[config.mk]
export PLATFORM = sky130hd
export DESIGN_NAME = dma_irq_router
export DESIGN_NICKNAME = d
export VERILOG_FILES = /design/src/rtl/dirq_pkg.sv /design/src/rtl/dirq_line_map.sv /design/src/rtl/dirq_ic.sv /design/src/rtl/dirq_regport.sv /design/src/rtl/dma_irq_router.sv
export SDC_FILE = /design/constraint.sdc
export NUM_CORES = 1
export LEC_CHECK = 0
export ABC_AREA = 1
export BUFFER_PORTS_ARGS = -buffer_cell sky130_fd_sc_hd__buf_2
export CORE_MARGIN = 2
export CORE_UTILIZATION = 49
export CTS_CLUSTER_DIAMETER = 150
export CTS_CLUSTER_SIZE = 25
export DETAILED_ROUTE_END_ITERATION = 8
export GPL_TIMING_DRIVEN = 0
export PLACE_DENSITY = 0.8
export SETUP_SLACK_MARGIN = 0.5
export SYNTH_ARGS = -nofsm -noshare
export SYNTH_HDL_FRONTEND = slang
export SYNTH_SLANG_ARGS = --single-unit
[constraint.sdc]
create_clock -name clk -period 1.55 [get_ports clk]
set_input_delay 0.0775 -clock clk [delete_from_list [all_inputs] [get_ports clk]]
set_output_delay 0.0775 -clock clk [all_outputs]
set_load 0.05 [all_outputs]
[src/rtl/dirq_pkg.sv]
package dirq_pkg;
  localparam int unsigned DATA_W = 32;
  localparam int unsigned ADDR_W = 12;

  localparam logic [ADDR_W-1:0] GSTAT_OFS  = 12'hFE0;
  localparam logic [ADDR_W-1:0] BASIC_OFS  = 12'h000;
  localparam logic [ADDR_W-1:0] BANK1_OFS  = 12'h004;
  localparam logic [ADDR_W-1:0] ENABLE_OFS = 12'h010;

  localparam int unsigned SUMMARY_BIT = 8;

  typedef enum logic {
    SPACE_DMA = 1'b0,
    SPACE_IC  = 1'b1
  } space_e;

  typedef struct packed {
    logic [DATA_W-1:0] gstat;
    logic [DATA_W-1:0] basic;
    logic [DATA_W-1:0] bank1;
    logic [DATA_W-1:0] enable;
  } view_t;
endpackage

[src/rtl/dirq_line_map.sv]
module dirq_line_map #(
  parameter int unsigned NUM_CH   = 15,
  parameter int unsigned NUM_SOLO = 11,
  localparam int unsigned NUM_LINES = NUM_SOLO + 1
) (
  input  logic [NUM_CH-1:0]    src,
  output logic [NUM_LINES-1:0] lines
);
  for (genvar k = 0; k < NUM_SOLO; k++) begin : g_solo
    assign lines[k] = src[k];
  end
  assign lines[NUM_LINES-1] = |src[NUM_CH-1:NUM_SOLO];
endmodule

[src/rtl/dirq_ic.sv]
module dirq_ic
  import dirq_pkg::*;
#(
  parameter int unsigned NUM_LINES = 12,
  parameter int unsigned LINE_BASE = 16
) (
  input  logic                 clk,
  input  logic                 rst_n,
  input  logic [NUM_LINES-1:0] lines,
  input  logic                 en_set,
  input  logic [DATA_W-1:0]    en_wdata,
  output logic [DATA_W-1:0]    bank1,
  output logic [DATA_W-1:0]    basic,
  output logic [DATA_W-1:0]    enable,
  output logic                 irq
);
  logic [NUM_LINES-1:0] en_q;
  logic                 irq_q;

  always_ff @(posedge clk or negedge rst_n) begin
    if (!rst_n) begin
      en_q  <= '0;
      irq_q <= 1'b0;
    end else begin
      if (en_set) en_q <= en_q | en_wdata[LINE_BASE +: NUM_LINES];
      irq_q <= |(lines & en_q);
    end
  end

  always_comb begin
    bank1 = '0;
    bank1[LINE_BASE +: NUM_LINES] = lines;
    enable = '0;
    enable[LINE_BASE +: NUM_LINES] = en_q;
    basic = '0;
    basic[SUMMARY_BIT] = |bank1;
  end

  assign irq = irq_q;
endmodule

[src/rtl/dirq_regport.sv]
module dirq_regport
  import dirq_pkg::*;
(
  input  logic              clk,
  input  logic              rst_n,
  input  logic              req_valid,
  output logic              req_ready,
  input  logic              req_write,
  input  logic              req_space,
  input  logic [ADDR_W-1:0] req_addr,
  input  logic [DATA_W-1:0] req_wdata,
  output logic              rsp_valid,
  input  logic              rsp_ready,
  output logic [DATA_W-1:0] rsp_data,
  input  view_t             view,
  output logic              en_set,
  output logic [DATA_W-1:0] en_wdata
);
  logic              fire;
  logic              vld_q;
  logic [DATA_W-1:0] data_q;
  logic [DATA_W-1:0] rd_mux;

  assign req_ready = !vld_q || rsp_ready;
  assign fire      = req_valid && req_ready;

  always_comb begin
    rd_mux = '0;
    if (space_e'(req_space) == SPACE_DMA) begin
      if (req_addr == GSTAT_OFS) rd_mux = view.gstat;
    end else begin
      unique case (req_addr)
        BASIC_OFS:  rd_mux = view.basic;
        BANK1_OFS:  rd_mux = view.bank1;
        ENABLE_OFS: rd_mux = view.enable;
        default:    rd_mux = '0;
      endcase
    end
  end

  assign en_set   = fire && req_write && (space_e'(req_space) == SPACE_IC)
                    && (req_addr == ENABLE_OFS);
  assign en_wdata = req_wdata;

  always_ff @(posedge clk or negedge rst_n) begin
    if (!rst_n) begin
      vld_q  <= 1'b0;
      data_q <= '0;
    end else if (fire) begin
      vld_q  <= 1'b1;
      data_q <= req_write ? '0 : rd_mux;
    end else if (rsp_ready) begin
      vld_q  <= 1'b0;
    end
  end

  assign rsp_valid = vld_q;
  assign rsp_data  = data_q;
endmodule

[src/rtl/dma_irq_router.sv]
module dma_irq_router
  import dirq_pkg::*;
#(
  parameter int unsigned NUM_CH    = 15,
  parameter int unsigned NUM_SOLO  = 11,
  parameter int unsigned LINE_BASE = 16,
  localparam int unsigned NUM_LINES = NUM_SOLO + 1
) (
  input  logic              clk,
  input  logic              rst_n,
  input  logic [NUM_CH-1:0] chan_irq,
  input  logic              reg_valid,
  output logic              reg_ready,
  input  logic              reg_write,
  input  logic              reg_space,
  input  logic [11:0]       reg_addr,
  input  logic [31:0]       reg_wdata,
  output logic              rsp_valid,
  input  logic              rsp_ready,
  output logic [31:0]       rsp_data,
  output logic              cpu_irq
);
  logic [NUM_CH-1:0]    stat_q;
  logic [NUM_LINES-1:0] lines;
  logic                 en_set;
  logic [DATA_W-1:0]    en_wdata;
  view_t                view;

  always_ff @(posedge clk or negedge rst_n) begin
    if (!rst_n) stat_q <= '0;
    else        stat_q <= chan_irq;
  end

  assign view.gstat = DATA_W'(stat_q);

  dirq_line_map #(.NUM_CH(NUM_CH), .NUM_SOLO(NUM_SOLO)) u_map (
    .src   (stat_q),
    .lines (lines)
  );

  dirq_ic #(.NUM_LINES(NUM_LINES), .LINE_BASE(LINE_BASE)) u_ic (
    .clk      (clk),
    .rst_n    (rst_n),
    .lines    (lines),
    .en_set   (en_set),
    .en_wdata (en_wdata),
    .bank1    (view.bank1),
    .basic    (view.basic),
    .enable   (view.enable),
    .irq      (cpu_irq)
  );

  dirq_regport u_port (
    .clk       (clk),
    .rst_n     (rst_n),
    .req_valid (reg_valid),
    .req_ready (reg_ready),
    .req_write (reg_write),
    .req_space (reg_space),
    .req_addr  (reg_addr),
    .req_wdata (reg_wdata),
    .rsp_valid (rsp_valid),
    .rsp_ready (rsp_ready),
    .rsp_data  (rsp_data),
    .view      (view),
    .en_set    (en_set),
    .en_wdata  (en_wdata)
  );
endmodule

* Yosys cells after proc, flatten, opt, wreduce, memory -nomap -nowiden *
Index checks and enable logic that the tools add are counted.

storage, ports and cells
  bits in registers = 61
  bits of input ports = 65
  output and inout port bits = 35
  word-level logic and storage cells = 27

operators by class
  equal/unequal tests = 3
  reductions and logical operators = 11
  mux-type cells = 6
  bitwise gates (word level) = 2

operator list
  cell                  count
  $pmux 28 s3           1
  $mux 32               2
  $mux 15               1
  $reduce_or 15->1      1
  $and 12x12->12        1
  $eq 12x12->1 const B  1
  $eq 12x3->1 const B   1
  $eq 12x5->1 const B   1
  $logic_not 12->1      1
  $or 12x12->12         1
  $reduce_or 12->1      1
  $logic_and 1x1->1     4
  $reduce_or 4->1       1
  $mux 1                2
  $reduce_bool 2->1     1
  $logic_not 1->1       1
  $logic_or 1x1->1      1

* Depth between registers and ports, before layout *
Gate-level depths: netlist of the first run.

  word-level depth = 6
  depth in mapped cells = 9
  mapped depth without buffers = 9

* Cells and area by module *
Synthesis of the first run repeated with hierarchy kept, for this count alone.

second synthesis, totals
  cells, all modules = 727
  area, all modules = 4873.4 um^2

by module, submodules not included
  module          seq. area each (um^2)  cells an instance  times used  area an instance (um^2)
  dirq_regport    825.8                  553                1           3215.6
  dirq_ic         325.3                  144                1           1184.9
  dma_irq_router  375.4                  16                 1           379.1
  dirq_line_map   0.0                    14                 1           93.8

* Worst setup path before layout of the first run *
Ideal clock, no wire load.

  kind = register to register
  start point = reg u_port.vld_q (netlist: u_port.rsp_valid)
  end point = reg u_port.data_q[17] (netlist: u_port.rsp_data[17])
  stages on the path, launching flop included = 9
  period minus slack after synthesis = 1.577 ns
  arrival time = 1.511 ns
  buffers on the path = 1
  setup time = 0.066 ns
  setup slack = -0.027 ns
  data required time = 1.484 ns
  path through = dfrtp_1 > nand2_4 > nand2_2 > nor2_2 > nand2_1 > nor2_2 > buf_6 > nand2_1 > nand2_1

on the way
  cells in the longest elaborated chain, start to end = 3

ends and longest elaborated chain
  what                    RTL line              RTL
  start, declared         dirq_regport.sv:20    logic vld_q;
  start signal, assigned  dirq_regport.sv:47    vld_q <= 1'b0;
  start signal, assigned  dirq_regport.sv:50    vld_q <= 1'b1;
  start signal, assigned  dirq_regport.sv:53    vld_q <= 1'b0;
  $logic_not 1->1         dirq_regport.sv:24    assign req_ready = !vld_q || rsp_ready;
  $logic_or 1x1->1        dirq_regport.sv:24
  net reg_ready           dma_irq_router.sv:13  output logic reg_ready,
  $logic_and 1x1->1       dirq_regport.sv:25    assign fire = req_valid && req_ready;
  end signal, assigned    dirq_regport.sv:51    data_q <= req_write ? '0 : rd_mux;
  end, declared           dirq_regport.sv:21    logic [DATA_W-1:0] data_q;

The timed path passes the listed nets, and every way through them passes these cells.
A chain may end at the register's enable or synchronous reset.

* Worst setup path in the final report of the first run *
  start point = reg u_port.vld_q (netlist: u_port.rsp_valid)
  end point = reg u_port.data_q[3] (netlist: u_port.rsp_data[3])

on the way
  cells in the longest elaborated chain, start to end = 3

ends and longest elaborated chain
  what               RTL line
  $logic_not 1->1    dirq_regport.sv:24
  $logic_or 1x1->1   dirq_regport.sv:24
  $logic_and 1x1->1  dirq_regport.sv:25

Every way passes these cells.

==> results of run 1 <==
-- stage by stage --
step	power, W	utilization (%)	area [um2]	setup slack [ns]	hold WS [ns]
2_1_floorplan	0.00169	-	2650	0.231	-0.218
3_3_place_gp	0.00180	60.8	3110	0.324	0.185
3_5_place_dp	0.00181	60.8	3110	0.296	0.187
4_1_cts	0.00300	71.0	3630	0.330	0.0463
5_1_grt	0.00311	72.2	3690	0.258	-0.0986
6_report	0.00300	72.2	3690	0.334	-0.151
-- what timing repair did --
action,4_1_cts,5_1_grt
buffers inserted,5,2
pin swaps,5,2
gates cloned,1,0
hold endpoints to repair,27,56
endpoints found under the setup margin,40,55
gates resized for setup,25,17
-- layout by cell type, fill, tap and decap left out, drive strengths merged, types with 3 or more instances in the layout --
cell type    instances
nand2              121
buf                 86
dfrtp               56
inv                 40
nand3               31
dlygate4sd3         27
nor2                24
o21ai               16
clkbuf              16
conb                 5
nand4                4
nor3                 3
-- critical path: cells and delay by family, from the launching register on --
kind / cells / cell delay [ns]
buffers and inverters: 1 / 0.19
flip-flops: 1 / 0.45
AO/OA/AOI/OAI: 1 / 0.11
AND/OR/NAND/NOR: 4 / 0.38
-- power breakdown --
group          internal, W  leakage, nW  switching (W)  total, W
combinational     0.000155         1.27       0.000202  0.000357
sequential         0.00149        0.676      0.0000250   0.00151
clock             0.000650       0.0687       0.000479   0.00113
-- final timing paths --
check	from	end	slack (ns)	depth (start not counted)
setup reg to reg	u_port.rsp_valid	u_port.rsp_data[3]	0.33	6
min in group clk	reg_space	u_port.rsp_data[8]	0.07	4
setup / recovery	u_port.rsp_valid	u_port.rsp_data[3]	0.33	6
hold reg to reg	u_port.rsp_data[19]	u_port.rsp_data[19]	0.48	2
hold / removal	rst_n	u_port.rsp_data[7]	-0.15	1
max in group asynchronous	rst_n	u_port.rsp_valid	1.18	1
-- flip-flops by register name, indices dropped and copies added (netlist names) --
register          flops
stat_q               15
u_ic.en_q            12
u_ic.irq              1
u_port.rsp_data      27
u_port.rsp_valid      1
-- routing by layer --
metal  routed length (um)  track usage (%)  vias up
li1                     -                -     1185
met1                 2550             27.1     1098
met2                 3100             38.0       71
met3                  324             3.76       12
met4                   97             8.73        0
met5                    0                0        -
-- cell families (layout without fill, tap and decap cells) --
logic type      after synthesis  in the layout  share of synthesized area [%]
compound gates               17             17                           4.82
simple gates                184            184                           31.1
other cells                   1              5                          0.145
buf+inv                      54            171                           9.94
flops                        56             56                           54.0
-- cell type report --
| class | count | area, um2 |
|---|---|---|
| clock buffers | 5 | 68.8 |
| flip-flops and latches | 56 | 1400 |
| well taps | 70 | 87.6 |
| repair buffers | 109 | 748 |
| clock inverters | 3 | 68.8 |
| fillers | 380 | 1420 |
| multi-input cells | 206 | 1030 |
| plain buffers | 15 | 138 |
| inverters | 39 | 146 |
==> metrics.txt, run 1 <==
number of nets with antenna violations after routing 0; worst skew pair latency 0.31 ns; CTS tree yes; GPL Wtd Cong 0.799; largest stage delay on the critical path 0.45 ns; Layout Nets 497; Synth Warn # 0; Non-Filler Instances 503; DIE AREA 5890 um2; crit path kind flip-flop to flip-flop; GRT overflow 0; Initial DRC Count 133; initial antenna violation count 0; post-DR vias/cell 4.70; layout cells sized above 1 34.4%; Sink Count 56; Hold Violations, Final between 50 and 60; placed cells 460; Post-synth ARST share 100%; HP Class primary input to asynchronous set/reset pin; Max Cap Viol 0; status finished with violations; ant diodes 0; I/O Buffers 74; total wire length slightly above 6000 um; worst slew pin tran around 0.74 ns; Cell variety after synth 22; CP Cell Sequence nand2_8 > nand2_4 > nor2_4 > nand3_2 > buf_6 > o21ai_2; critical path arrival 1.46 ns; Worst Path Required 1.80 ns; Clock Path Buffers 2; critical-path maximum fanout 10; 1st-pass router iterations 4; DR WL/cell 12.1 um; Peak Freq 823 MHz; die height roughly 77 um; RSZ-0062 raised after global routing true; Max Slew Vio Count 0; setup TNS 0 ns; Top-Level Pins 100; die width 76.8 um; normalized max-slew margin 50.5%; largest area contributor in the netlist dfrtp_1; Root Driver clkbuf_8; Setup violations, final 0; Pleak 2.02 nW; row cnt 26; CTS clk-pin slew, worst paths ~0.1 ns; post-synthesis sequential area ratio 54.0%; vias in the first global route 2371; Final Hold Slack -0.151 ns; clock skew 0.00497 ns; Yosys top cell area share 54.0%; number of synthesized flops with an enable pin 0; H-tree levels 2; Peak supply drop 0.000629 V; final period utilization 78.4%; Post-route DRC 0; vias around 2400; Startpoint Class flip-flop; Starting Density between 50% and 60%; most common cell in the netlist nand2_1; CP Capture Type flip-flop; first-pass GRT wire length a little over 10000 um; TritonCTS buffer count 5; Synth-to-Final Area Change 42.2%; Tmin final around 1.2 ns; Critical Path Slowest Stage Cell dfrtp_2; DPL Wire Length roughly 4300 um; PwrDens 813 nW/um2; largest net degree at the start of global routing 57; Synth top cells by count nand2_1 (118), dfrtp_1 (56), inv_1 (39), nand3_1 (28), nor2_1 (17); core area 5110 um2; Mean Syn Cell Area 8.31 um2; top cells by area, synth dfrtp_1 (54%), nand2_1 (17%), inv_1 (5.6%); failing checks negative hold slack; Synth Register Bits 56; Hold Buf Count CTS 27; main flop type after synthesis dfrtp_1; Synth Instances 312; Post-Synthesis Cell Area 2590 um2; Total GRT Usage 21.9%
(Power assumes the default switching activity.)
==> run 2: changes to the inputs <==
CORE_UTILIZATION = 44   (was 49)
PLACE_DENSITY = 0.76   (was 0.8)
clock period = 1.1 ns   (was 1.55 ns; I/O delays follow)
==> metrics.txt, run 2 (same netlist as run 1, synthesis figures left out) <==
Clock Path Buffers 2 (unchanged); initial antenna violation count 0 (unchanged); CP Cell Sequence nand2_8 > nand2_8 > buf_4 > buf_8 > clkbuf_16 > nand2_1 > nand2_1 (was nand2_8 > nand2_4 > nor2_4 > nand3_2 > buf_6 > o21ai_2); Worst Path Required 1.30 ns (was 1.80 ns); vias in the first global route 2304 (was 2371); status finished with violations (unchanged); Sink Count 56 (unchanged); H-tree levels 2 (unchanged); crit path kind flip-flop to flip-flop (unchanged); worst skew pair latency 0.31 ns (about the same); clock skew 0.00826 ns (was 0.00497 ns); die height 80.8 um (was 76.8 um); Initial DRC Count 103 (was 133); GPL Wtd Cong 0.816 (was 0.799); failing checks negative hold slack, negative setup slack (was negative hold slack); normalized max-slew margin 54.4% (was 50.5%); layout cells sized above 1 43.1% (was 34.4%); critical path arrival 1.46 ns (about the same); RSZ-0062 raised after global routing true (unchanged); Peak supply drop 0.000889 V (was 0.000629 V); first-pass GRT wire length 9960 um (was 10300 um); Final Hold Slack -0.230 ns (was -0.151 ns); DPL Wire Length 4260 um (about the same); DIE AREA 6520 um2 (was 5890 um2); Crit Reg-Reg Endpoint u_port.rsp_data[27] (was u_port.rsp_data[3]); largest net degree at the start of global routing 57 (unchanged); Max Cap Viol 0 (unchanged); HP Class primary input to asynchronous set/reset pin (unchanged); Setup violations, final 41 (was 0); CP Capture Type flip-flop (unchanged); core area 5610 um2 (was 5110 um2); Critical Path Slowest Stage Cell dfrtp_2 (unchanged); GR met3 Demand/Resource 2.78% (was 3.76%); I/O Buffers 74 (unchanged); critical-path maximum fanout 6 (was 10); Hold Violations, Final 61 (was 56); Design Power 0.00385 W (was 0.00300 W); Pleak 2.12 nW (was 2.02 nW); CTS clk-pin slew, worst paths 0.10 ns (about the same); post-DR vias/cell 4.63 (was 4.70); Starting Density 46.3% (was 50.8%); Tmin final 1.27 ns (was 1.22 ns); GRT overflow 0 (unchanged); Root Driver clkbuf_8 (unchanged); Startpoint Class flip-flop (unchanged); worst slew pin tran 0.684 ns (was 0.742 ns); Synth-to-Final Area Change 55.6% (was 42.2%); Max Slew Vio Count 0 (unchanged); R2R cell count 7 (was 6); PwrDens 954 nW/um2 (was 813 nW/um2); TritonCTS buffer count 5 (unchanged); worst reg-to-reg setup slack -0.17 ns (was 0.33 ns); setup TNS -4.93 ns (was 0 ns); number of nets with antenna violations after routing 0 (unchanged); DR WL/cell 12.4 um (was 12.1 um); commonest non-fill, non-tap cell in the layout nand2_1 (unchanged); largest stage delay on the critical path 0.46 ns (was 0.45 ns); count of buffer and inverter cells on the critical path 3 (was 1); Top-Level Pins 100 (unchanged); 1st-pass router iterations 4 (unchanged); die width 80.8 um (was 76.8 um); area occupied by multi-input gates 1060 um2 (was 1030 um2); DP Worst Slack -0.129 ns (was 0.296 ns); row cnt 27 (was 26); # fillers 423 (was 380); Post-route DRC 0 (unchanged); vias 2407 (was 2366); GR peak layer met2 (unchanged); Peak Freq 790 MHz (was 823 MHz); most frequent cells in the layout nand2_1 (98), buf_2 (46), inv_1 (38) (was nand2_1 (104), buf_2 (63), dfrtp_1 (55)); DP Area 3130 um2 (was 3110 um2); RR Startpoint u_port.rsp_valid (unchanged); Register Area 1430 um2 (was 1400 um2); Crit path max-delay family flip-flops (unchanged); Finished Cell Area 4040 um2 (was 3690 um2); GR Util met2 34.9% (was 38.0%); final period utilization 115% (was 78.4%); Layout Nets 512 (was 497); max FFs per register 27 (unchanged); ant diodes 0 (unchanged); final worst setup slack -0.165 ns (was 0.334 ns); Total GRT Usage 19.5% (was 21.9%); CTS tree yes (unchanged); total wire length 6460 um (was 6080 um); grt met1 use 24.9% (was 27.1%)
## run 2: cell types whose count changed in the layout (fill, tap and decap cells not counted), moves of 5 or more
cell	delta
dfrtp_1	-18
buf_6	+13
buf_2	-17
buf_8	+17
dfrtp_2	+18
buf_4	+17
clkbuf_4	-11
nand2_1	-6
nand2_2	+5
dlygate4sd3_1	-5
## run 2: worst max path at each step
stage | from | endpoint | slack (ns) | depth (start not counted)
floorplan | u_port.rsp_valid | u_port.rsp_data[17] | -0.22 | 8
global placement | rst_n | u_ic.irq | -0.11 | 1
detailed placement | rst_n | u_ic.irq | -0.13 | 1
CTS | u_port.rsp_valid | u_port.rsp_data[21] | -0.12 | 8
global route | u_port.rsp_valid | u_port.rsp_data[9] | -0.22 | 6
finish | u_port.rsp_valid | u_port.rsp_data[27] | -0.17 | 7
## run 2: area by class of cell
class                           count  area share (%)
Inverter                           39            3.63
Clock buffer                        6            2.05
Clock inverter                      2           0.341
Sequential cell                    56            35.3
Timing Repair Buffer              124            26.8
Buffer                             15            3.50
Multi-Input combinational cell    206            26.2
Tap cell                           72            2.23
## run 2: worst register-to-register path, delay by kind of cell, from the launching register on
family | cells | cell delay [ns]
and+or+nand+nor | 4 | 0.28
buffers and inverters | 3 | 0.42
DFF | 1 | 0.46
## run 2: per-stage QoR
stage / cells / utilization [%]
6_report: 520 / 72.0
5_1_grt: 520 / 72.0
4_1_cts: 502 / 67.9
3_5_place_dp: 462 / 55.8
3_3_place_gp: 462 / 55.8
2_1_floorplan: 316 / -
## run 2: layer usage
| layer | routed length (um) | share of wire (%) |
|---|---|---|
| met1 | 2710 | 42 |
| met2 | 3400 | 53 |
| met3 | 267 | 4.1 |
| met4 | 75 | 1.2 |
| met5 | 0 | 0 |
## run 2: where the power goes
group | switching [W] | internal (W) | leakage [nW] | total (W)
logic | 0.000300 | 0.000250 | 1.42 | 0.000550
clock network | 0.000651 | 0.000516 | 0.0516 | 0.00117
registers | 0.0000387 | 0.00209 | 0.647 | 0.00213
## run 2: timing repair
action                                 CTS  global route
setup buffers                           10            15
endpoints found under the hold margin   83            62
cloned                                   1             2
resized for setup                       93            24
setup endpoints to repair              127            71
hold buffers                            21             1
pin swaps                                3             2
